### src/rtl/mesi_pkg.sv
package mesi_pkg;

    typedef enum logic [1:0] {
        LN_INV = 2'b00,
        LN_SHR = 2'b01,
        LN_EXC = 2'b10,
        LN_MOD = 2'b11
    } line_st_t;

    typedef enum logic [2:0] {
        EV_NONE  = 3'd0,
        EV_SWEEP = 3'd1,
        EV_SNOOP = 3'd2,
        EV_FILL  = 3'd3,
        EV_WRITE = 3'd4
    } ev_kind_t;

    typedef struct packed {
        logic wt;
        logic cb;
        logic hitm;
        logic miss;
    } act_t;

endpackage

### src/rtl/mesi_event_arb.sv
module mesi_event_arb
    import mesi_pkg::*;
#(
    parameter int IDX_W = 3
) (
    input  logic             sweep_busy,
    input  logic [IDX_W-1:0] sweep_idx,
    input  logic             flush_n,
    input  logic             snoop_valid,
    input  logic             snoop_hit,
    input  logic             snoop_inv,
    input  logic [IDX_W-1:0] snoop_idx,
    input  logic             fill_done,
    input  logic [IDX_W-1:0] fill_idx,
    input  logic             fill_pwt,
    input  logic             fill_wbwt,
    input  logic             wr_valid,
    input  logic             wr_hit,
    input  logic [IDX_W-1:0] wr_idx,
    output ev_kind_t         ev_kind,
    output logic [IDX_W-1:0] ev_idx,
    output logic             ev_hit,
    output logic             ev_inv,
    output logic             ev_pwt,
    output logic             ev_wbwt,
    output logic             sweep_start
);

    always_comb begin
        ev_kind     = EV_NONE;
        ev_idx      = '0;
        ev_hit      = 1'b0;
        ev_inv      = 1'b0;
        ev_pwt      = 1'b0;
        ev_wbwt     = 1'b0;
        sweep_start = 1'b0;
        if (sweep_busy) begin
            ev_kind = EV_SWEEP;
            ev_idx  = sweep_idx;
        end else if (!flush_n) begin
            sweep_start = 1'b1;
        end else if (snoop_valid) begin
            ev_kind = EV_SNOOP;
            ev_idx  = snoop_idx;
            ev_hit  = snoop_hit;
            ev_inv  = snoop_inv;
        end else if (fill_done) begin
            ev_kind = EV_FILL;
            ev_idx  = fill_idx;
            ev_pwt  = fill_pwt;
            ev_wbwt = fill_wbwt;
        end else if (wr_valid) begin
            ev_kind = EV_WRITE;
            ev_idx  = wr_idx;
            ev_hit  = wr_hit;
        end
    end

endmodule

### src/rtl/mesi_line_xfer.sv
module mesi_line_xfer
    import mesi_pkg::*;
(
    input  ev_kind_t kind,
    input  line_st_t cur,
    input  logic     hit,
    input  logic     inv,
    input  logic     pwt,
    input  logic     wbwt,
    output line_st_t nxt,
    output act_t     act
);

    always_comb begin
        nxt = cur;
        act = '0;
        unique case (kind)
            EV_NONE: begin
            end
            EV_SWEEP: begin
                act.cb = (cur == LN_MOD);
                nxt    = LN_INV;
            end
            EV_SNOOP: begin
                if (hit) begin
                    act.hitm = (cur == LN_MOD);
                    act.cb   = (cur == LN_MOD);
                    if (inv) begin
                        nxt = LN_INV;
                    end else begin
                        unique case (cur)
                            LN_MOD, LN_EXC: nxt = LN_SHR;
                            default:        nxt = cur;
                        endcase
                    end
                end
            end
            EV_FILL: begin
                nxt = (pwt || !wbwt) ? LN_SHR : LN_EXC;
            end
            EV_WRITE: begin
                if (!hit) begin
                    act.miss = 1'b1;
                end else begin
                    unique case (cur)
                        LN_INV: act.miss = 1'b1;
                        LN_SHR: act.wt   = 1'b1;
                        LN_EXC: nxt      = LN_MOD;
                        LN_MOD: nxt      = LN_MOD;
                    endcase
                end
            end
            default: begin
            end
        endcase
    end

endmodule

### src/rtl/mesi_flush_fsm.sv
module mesi_flush_fsm #(
    parameter int N_LINES = 8,
    parameter int IDX_W   = 3
) (
    input  logic             clk,
    input  logic             rst_n,
    input  logic             start,
    output logic             busy,
    output logic [IDX_W-1:0] ptr
);

    localparam logic [IDX_W-1:0] LAST = IDX_W'(N_LINES - 1);

    typedef enum logic {FL_IDLE = 1'b0, FL_SWEEP = 1'b1} fl_st_t;

    fl_st_t           fs_q, fs_d;
    logic [IDX_W-1:0] ptr_q, ptr_d;

    always_ff @(posedge clk) begin
        if (!rst_n) begin
            fs_q  <= FL_IDLE;
            ptr_q <= '0;
        end else begin
            fs_q  <= fs_d;
            ptr_q <= ptr_d;
        end
    end

    always_comb begin
        fs_d  = fs_q;
        ptr_d = ptr_q;
        unique case (fs_q)
            FL_IDLE: begin
                if (start) begin
                    fs_d  = FL_SWEEP;
                    ptr_d = '0;
                end
            end
            FL_SWEEP: begin
                if (ptr_q == LAST) begin
                    fs_d  = FL_IDLE;
                    ptr_d = '0;
                end else begin
                    ptr_d = ptr_q + 1'b1;
                end
            end
        endcase
    end

    assign busy = (fs_q == FL_SWEEP);
    assign ptr  = ptr_q;

    p_sweep_end_r10: assert property (@(posedge clk) disable iff (!rst_n)
        (fs_q == FL_SWEEP && ptr_q == LAST) |=> (fs_q == FL_IDLE));

    p_sweep_step_r10: assert property (@(posedge clk) disable iff (!rst_n)
        (fs_q == FL_SWEEP && ptr_q != LAST) |=> (fs_q == FL_SWEEP && ptr_q == $past(ptr_q) + 1'b1));

    p_idle_ptr_r10: assert property (@(posedge clk) disable iff (!rst_n)
        (fs_q == FL_IDLE) |-> (ptr_q == '0));

endmodule

### src/rtl/mesi_line_ctrl.sv
module mesi_line_ctrl
    import mesi_pkg::*;
#(
    parameter int N_LINES = 8,
    parameter int IDX_W   = (N_LINES > 1) ? $clog2(N_LINES) : 1
) (
    input  logic             clk,
    input  logic             rst_n,
    input  logic             flush_n,
    input  logic             snoop_valid,
    input  logic             snoop_hit,
    input  logic             snoop_inv,
    input  logic [IDX_W-1:0] snoop_idx,
    input  logic             fill_done,
    input  logic [IDX_W-1:0] fill_idx,
    input  logic             fill_pwt,
    input  logic             fill_wbwt,
    input  logic             wr_valid,
    input  logic             wr_hit,
    input  logic [IDX_W-1:0] wr_idx,
    input  logic [IDX_W-1:0] qry_idx,
    output logic [1:0]       qry_state,
    output logic             flush_busy,
    output logic             wt_req,
    output logic             cb_req,
    output logic             snoop_hitm,
    output logic             wr_miss,
    output logic [IDX_W-1:0] act_idx
);

    line_st_t         st_q [N_LINES];
    ev_kind_t         ev_kind;
    logic [IDX_W-1:0] ev_idx;
    logic             ev_hit, ev_inv, ev_pwt, ev_wbwt;
    logic             sweep_start, sweep_busy;
    logic [IDX_W-1:0] sweep_idx;
    line_st_t         cur_st, nxt_st;
    act_t             act;
    logic [N_LINES-1:0] line_sel;

    mesi_flush_fsm #(.N_LINES(N_LINES), .IDX_W(IDX_W)) u_sweep (
        .clk   (clk),
        .rst_n (rst_n),
        .start (sweep_start),
        .busy  (sweep_busy),
        .ptr   (sweep_idx)
    );

    mesi_event_arb #(.IDX_W(IDX_W)) u_arb (
        .sweep_busy  (sweep_busy),
        .sweep_idx   (sweep_idx),
        .flush_n     (flush_n),
        .snoop_valid (snoop_valid),
        .snoop_hit   (snoop_hit),
        .snoop_inv   (snoop_inv),
        .snoop_idx   (snoop_idx),
        .fill_done   (fill_done),
        .fill_idx    (fill_idx),
        .fill_pwt    (fill_pwt),
        .fill_wbwt   (fill_wbwt),
        .wr_valid    (wr_valid),
        .wr_hit      (wr_hit),
        .wr_idx      (wr_idx),
        .ev_kind     (ev_kind),
        .ev_idx      (ev_idx),
        .ev_hit      (ev_hit),
        .ev_inv      (ev_inv),
        .ev_pwt      (ev_pwt),
        .ev_wbwt     (ev_wbwt),
        .sweep_start (sweep_start)
    );

    assign cur_st = st_q[ev_idx];

    mesi_line_xfer u_xfer (
        .kind (ev_kind),
        .cur  (cur_st),
        .hit  (ev_hit),
        .inv  (ev_inv),
        .pwt  (ev_pwt),
        .wbwt (ev_wbwt),
        .nxt  (nxt_st),
        .act  (act)
    );

    for (genvar g = 0; g < N_LINES; g++) begin : g_sel
        assign line_sel[g] = (ev_kind != EV_NONE) && (ev_idx == IDX_W'(g));
    end

    always_ff @(posedge clk) begin
        for (int i = 0; i < N_LINES; i++) begin
            if (!rst_n) begin
                st_q[i] <= LN_INV;
            end else if (line_sel[i]) begin
                st_q[i] <= nxt_st;
            end
        end
    end

    always_ff @(posedge clk) begin
        if (!rst_n) begin
            wt_req     <= 1'b0;
            cb_req     <= 1'b0;
            snoop_hitm <= 1'b0;
            wr_miss    <= 1'b0;
            act_idx    <= '0;
        end else begin
            wt_req     <= act.wt;
            cb_req     <= act.cb;
            snoop_hitm <= act.hitm;
            wr_miss    <= act.miss;
            act_idx    <= ev_idx;
        end
    end

    assign qry_state  = st_q[qry_idx];
    assign flush_busy = sweep_busy;

    p_fill_exc_r2: assert property (@(posedge clk) disable iff (!rst_n)
        (fill_done && !fill_pwt && fill_wbwt && flush_n && !flush_busy && !snoop_valid)
        |=> (st_q[$past(fill_idx)] == LN_EXC));

    p_fill_pwt_r3: assert property (@(posedge clk) disable iff (!rst_n)
        (fill_done && fill_pwt && flush_n && !flush_busy && !snoop_valid)
        |=> (st_q[$past(fill_idx)] == LN_SHR));

    p_wt_shared_r5: assert property (@(posedge clk) disable iff (!rst_n)
        wt_req |-> (st_q[act_idx] == LN_SHR));

    p_hitm_cb_r8: assert property (@(posedge clk) disable iff (!rst_n)
        snoop_hitm |-> cb_req);

    p_cb_clean_r10: assert property (@(posedge clk) disable iff (!rst_n)
        cb_req |-> (st_q[act_idx] == LN_INV || st_q[act_idx] == LN_SHR));

    p_sweep_quiet_r11: assert property (@(posedge clk) disable iff (!rst_n)
        flush_busy |-> (!wt_req && !wr_miss && !snoop_hitm));

    p_one_action_r12: assert property (@(posedge clk) disable iff (!rst_n)
        $countones({wt_req, cb_req, wr_miss}) <= 1);

endmodule

### config.mk
export PLATFORM = sky130hd
export DESIGN_NAME = mesi_line_ctrl
export DESIGN_NICKNAME = d
export VERILOG_FILES = /design/src/rtl/mesi_pkg.sv /design/src/rtl/mesi_event_arb.sv /design/src/rtl/mesi_line_xfer.sv /design/src/rtl/mesi_flush_fsm.sv /design/src/rtl/mesi_line_ctrl.sv
export SDC_FILE = /design/constraint.sdc
export NUM_CORES = 1
export LEC_CHECK = 0
export BUFFER_PORTS_ARGS = -buffer_cell sky130_fd_sc_hd__clkbuf_2
export CAP_MARGIN = 10
export CORE_MARGIN = 8
export CORE_UTILIZATION = 50
export DETAILED_ROUTE_END_ITERATION = 10
export PLACE_DENSITY = 0.76
export RECOVER_POWER = 100
export SLEW_MARGIN = 30
export SYNTH_ARGS = -nofsm -noshare
export SYNTH_HDL_FRONTEND = slang
export SYNTH_SLANG_ARGS = --single-unit
### constraint.sdc
create_clock -name clk -period 2.2 [get_ports clk]
set_input_delay 0.22 -clock clk [delete_from_list [all_inputs] [get_ports clk]]
set_output_delay 0.22 -clock clk [all_outputs]
set_load 0.03 [all_outputs]
==> run metrics <==
worst-path cell chain=buf_4 > buf_4 > a21oi_4 > o2bb2ai_1 > o32ai_2 > a221oi_2 > a221oi_4 > buf_6 > nor4_2; Routed WL per cell=18.3 µm; final hold vios=0; Buf/Inv on CP=3; H-tree depth=1; port bufs=32; # nets final=264; num rows=21; Reg2Reg Setup Slack=-140 ps; Seq. cell area=704 µm²; die footprint=5710 µm²; Die Y=75.5 µm; crit path max-delay cell type=dfxtp_4; initial antenna violation count=0; Seq cells post-synth=27; Util after Layout=70.3%; grt met2 use=31.9%; # setup viols final=12; Die X=75.5 µm; max_cap viols=0; EDFF count, synth=16; final WL=5.19 mm; Hold Crit Depth=3; max_slew headroom=68.5%; Mapped Area=1770 µm²; VDD IR max=0.242 mV; DR vias/cell=5.84; reg2reg start=u_sweep.busy; M1 GR Usage=22.5%; I/O pin total=33; CTS Buffer Depth=2; Worst setup SP type=flip-flop; overall power=1250 µW; Final Non-Filler Cells=284; DR iter-0 viols=137; global-route wire length before repair=8.10 mm; most frequent cells in the layout=38 x buf_4, 32 x clkbuf_2, 21 x nor2_1; Final Max Tran Viols=0; fin worst setup slack=-142 ps; Leakage=0.000965 µW; Worst Reg-to-Reg Cells=9; met3 Resource Use GR=3.82%; Worst Tran Pin Value=465 ps; Fin Clk Skew=15.7 ps; core area=3360 µm²; area delta synth->final=33.4%; critical path arrival=2520 ps; HP Class=in2reg; syn avg cell area=10.4 µm²; GPL Wtd Cong=0.897; ANT cells=0; Initial Util=52.7%; register area share after synthesis=39.5%; Critical Path Max Stage Delay=400 ps; crit path kind=reg2reg; Worst EP required=2380 ps; TritonRoute pass-1 iters=4; worst-skew pair later-pin latency=360 ps; # fillers=267; top fanout value on the critical path=8; multi-input logic area=1090 µm²; Final min period=2340 ps; Mapped Nets=195; Top cell by count, worst path=buf_4; CP endpoint kind=flip-flop; vias=1658; min-delay src=snoop_hit; CTS sink count=27; CTS root buf=clkbuf_4; hold endpoint=snoop_hitm; Global Route Usage Sum=18.8%; Pwr Density=527 nW/µm²; status=finished with violations; Most Crowded Layer GR=met2; layout cells sized above 1=47.9%; Top delay family on crit path=compound AO/OA/AOI/OAI gates; gr ovfl total=0; failing checks=setup timing; Cells after Synth=170; Routed Antenna Nets=0; post-synth cell types=53; Inst Count DP=271; largest net degree at the start of global routing=17; vias in the first global route=1716; f_max=427 MHz; CTS tree=yes; total clock buffers created by CTS=3; Worst-path clk slew=170 ps; r2r endpoint=st_q[6][0]; RSZ-0062 raised after global routing=true; Final HPWL DP=3.75 mm; DRC Markers=0; most common cell after layout, fill and taps aside=buf_4; Async S/R FF share, synth=0%; synth warn=0; Primary FF master, synth=edfxtp_1; part of the cycle the worst path needs=106%
[tightest hold or removal path, delay by kind of cell]
family	cells	cell delay [ps]
buffers and inverters	1	90
AND/OR/NAND/NOR	2	170
[power breakdown]
part | internal [µW] | switching (µW) | leakage (µW)
clock | 70.1 | 173 | 0.0000139
sequential | 563 | 23.1 | 0.000257
combinational | 198 | 221 | 0.000694
[Yosys cell counts (2+ instances only)]
cell type,count,share of area (%)
ha_1,2,1.4
nor2_1,23,4.9
mux2i_1,2,1.1
mux2_2,2,1.3
a211oi_1,2,0.85
a21oi_1,10,2.8
mux4_2,4,5.1
o21ai_0,9,2.5
a21boi_0,6,2.5
nor4_4,2,2.4
and3_1,4,1.4
nand2_1,18,3.8
edfxtp_1,16,27
clkbuf_1,2,0.42
a2111oi_4,2,3.1
nand3b_1,4,1.7
nor4_2,2,1.4
buf_2,2,0.56
dfxtp_1,11,12
buf_6,4,2.5
a211o_1,3,1.5
nor3_1,2,0.56
nor3b_1,2,0.85
nand3_1,6,1.7
nor2b_1,2,0.71
[sequential cells by signal, summed over array words and instances (netlist names)]
register and cells:
cb_req 1, snoop_hitm 1, wr_miss 1, st_q 16, u_sweep.ptr 3, wt_req 1, u_sweep.busy 1, act_idx 3
[routing by layer]
layer / share of wire, % / vias to the layer above / wire length (µm)
met5: 0 / - / 0
met4: 3.6 / 0 / 187
met3: 6.2 / 18 / 322
met2: 48 / 69 / 2510
met1: 42 / 794 / 2170
li1: - / 777 / -
[layout make-up]
cell class / count / area share, %
multi-input cells: 133 / 46.1
flip-flops and latches: 27 / 29.8
clock buffers: 3 / 0.952
well taps: 46 / 2.43
clock inverters: 1 / 0.317
repair buffers: 73 / 20.3
inverters: 1 / 0.159
[through the flow]
step / setup TNS (ps) / worst slack, ps / hold WS, ps / area [µm²]
2_1_floorplan: -1890 / -177 / 378 / 1780
3_3_place_gp: -896 / -123 / 494 / 2170
3_5_place_dp: -1420 / -205 / 510 / 2170
4_1_cts: -1280 / -169 / 137 / 2250
5_1_grt: -1660 / -182 / 142 / 2360
6_report: -1090 / -142 / 130 / 2360
[worst max-delay path by stage]
stage | startpoint | endpoint | slack, ps | cells past startpoint
after detailed placement | fill_done | st_q[6][0] | -210 | 9
after CTS | u_sweep.busy | st_q[6][0] | -170 | 9
after global routing | u_sweep.busy | st_q[6][0] | -180 | 9
final | u_sweep.busy | st_q[6][0] | -140 | 9
after floorplan | u_sweep.busy | st_q[0][0] | -180 | 9
after global placement | fill_done | st_q[6][0] | -120 | 9
[cells by family (layout without fill, tap and decap cells)]
group           after synthesis  count (layout)  synth area share [%]
simple gates                 77              77                  25.3
compound gates               46              46                  22.2
flops                        27              27                  39.5
buf+inv                      10              78                  4.16
mux                           8               8                  7.48
fa+ha+maj                     2               2                  1.41
[timing repair]
action,CTS,global route
endpoints found under the hold margin,0,0
hold buffers,0,0
resized for setup,8,20
cloned,0,0
setup buffers,6,7
pin swaps,2,4
endpoints found under the setup margin,23,27
Power figures use the tool's default switching activity.
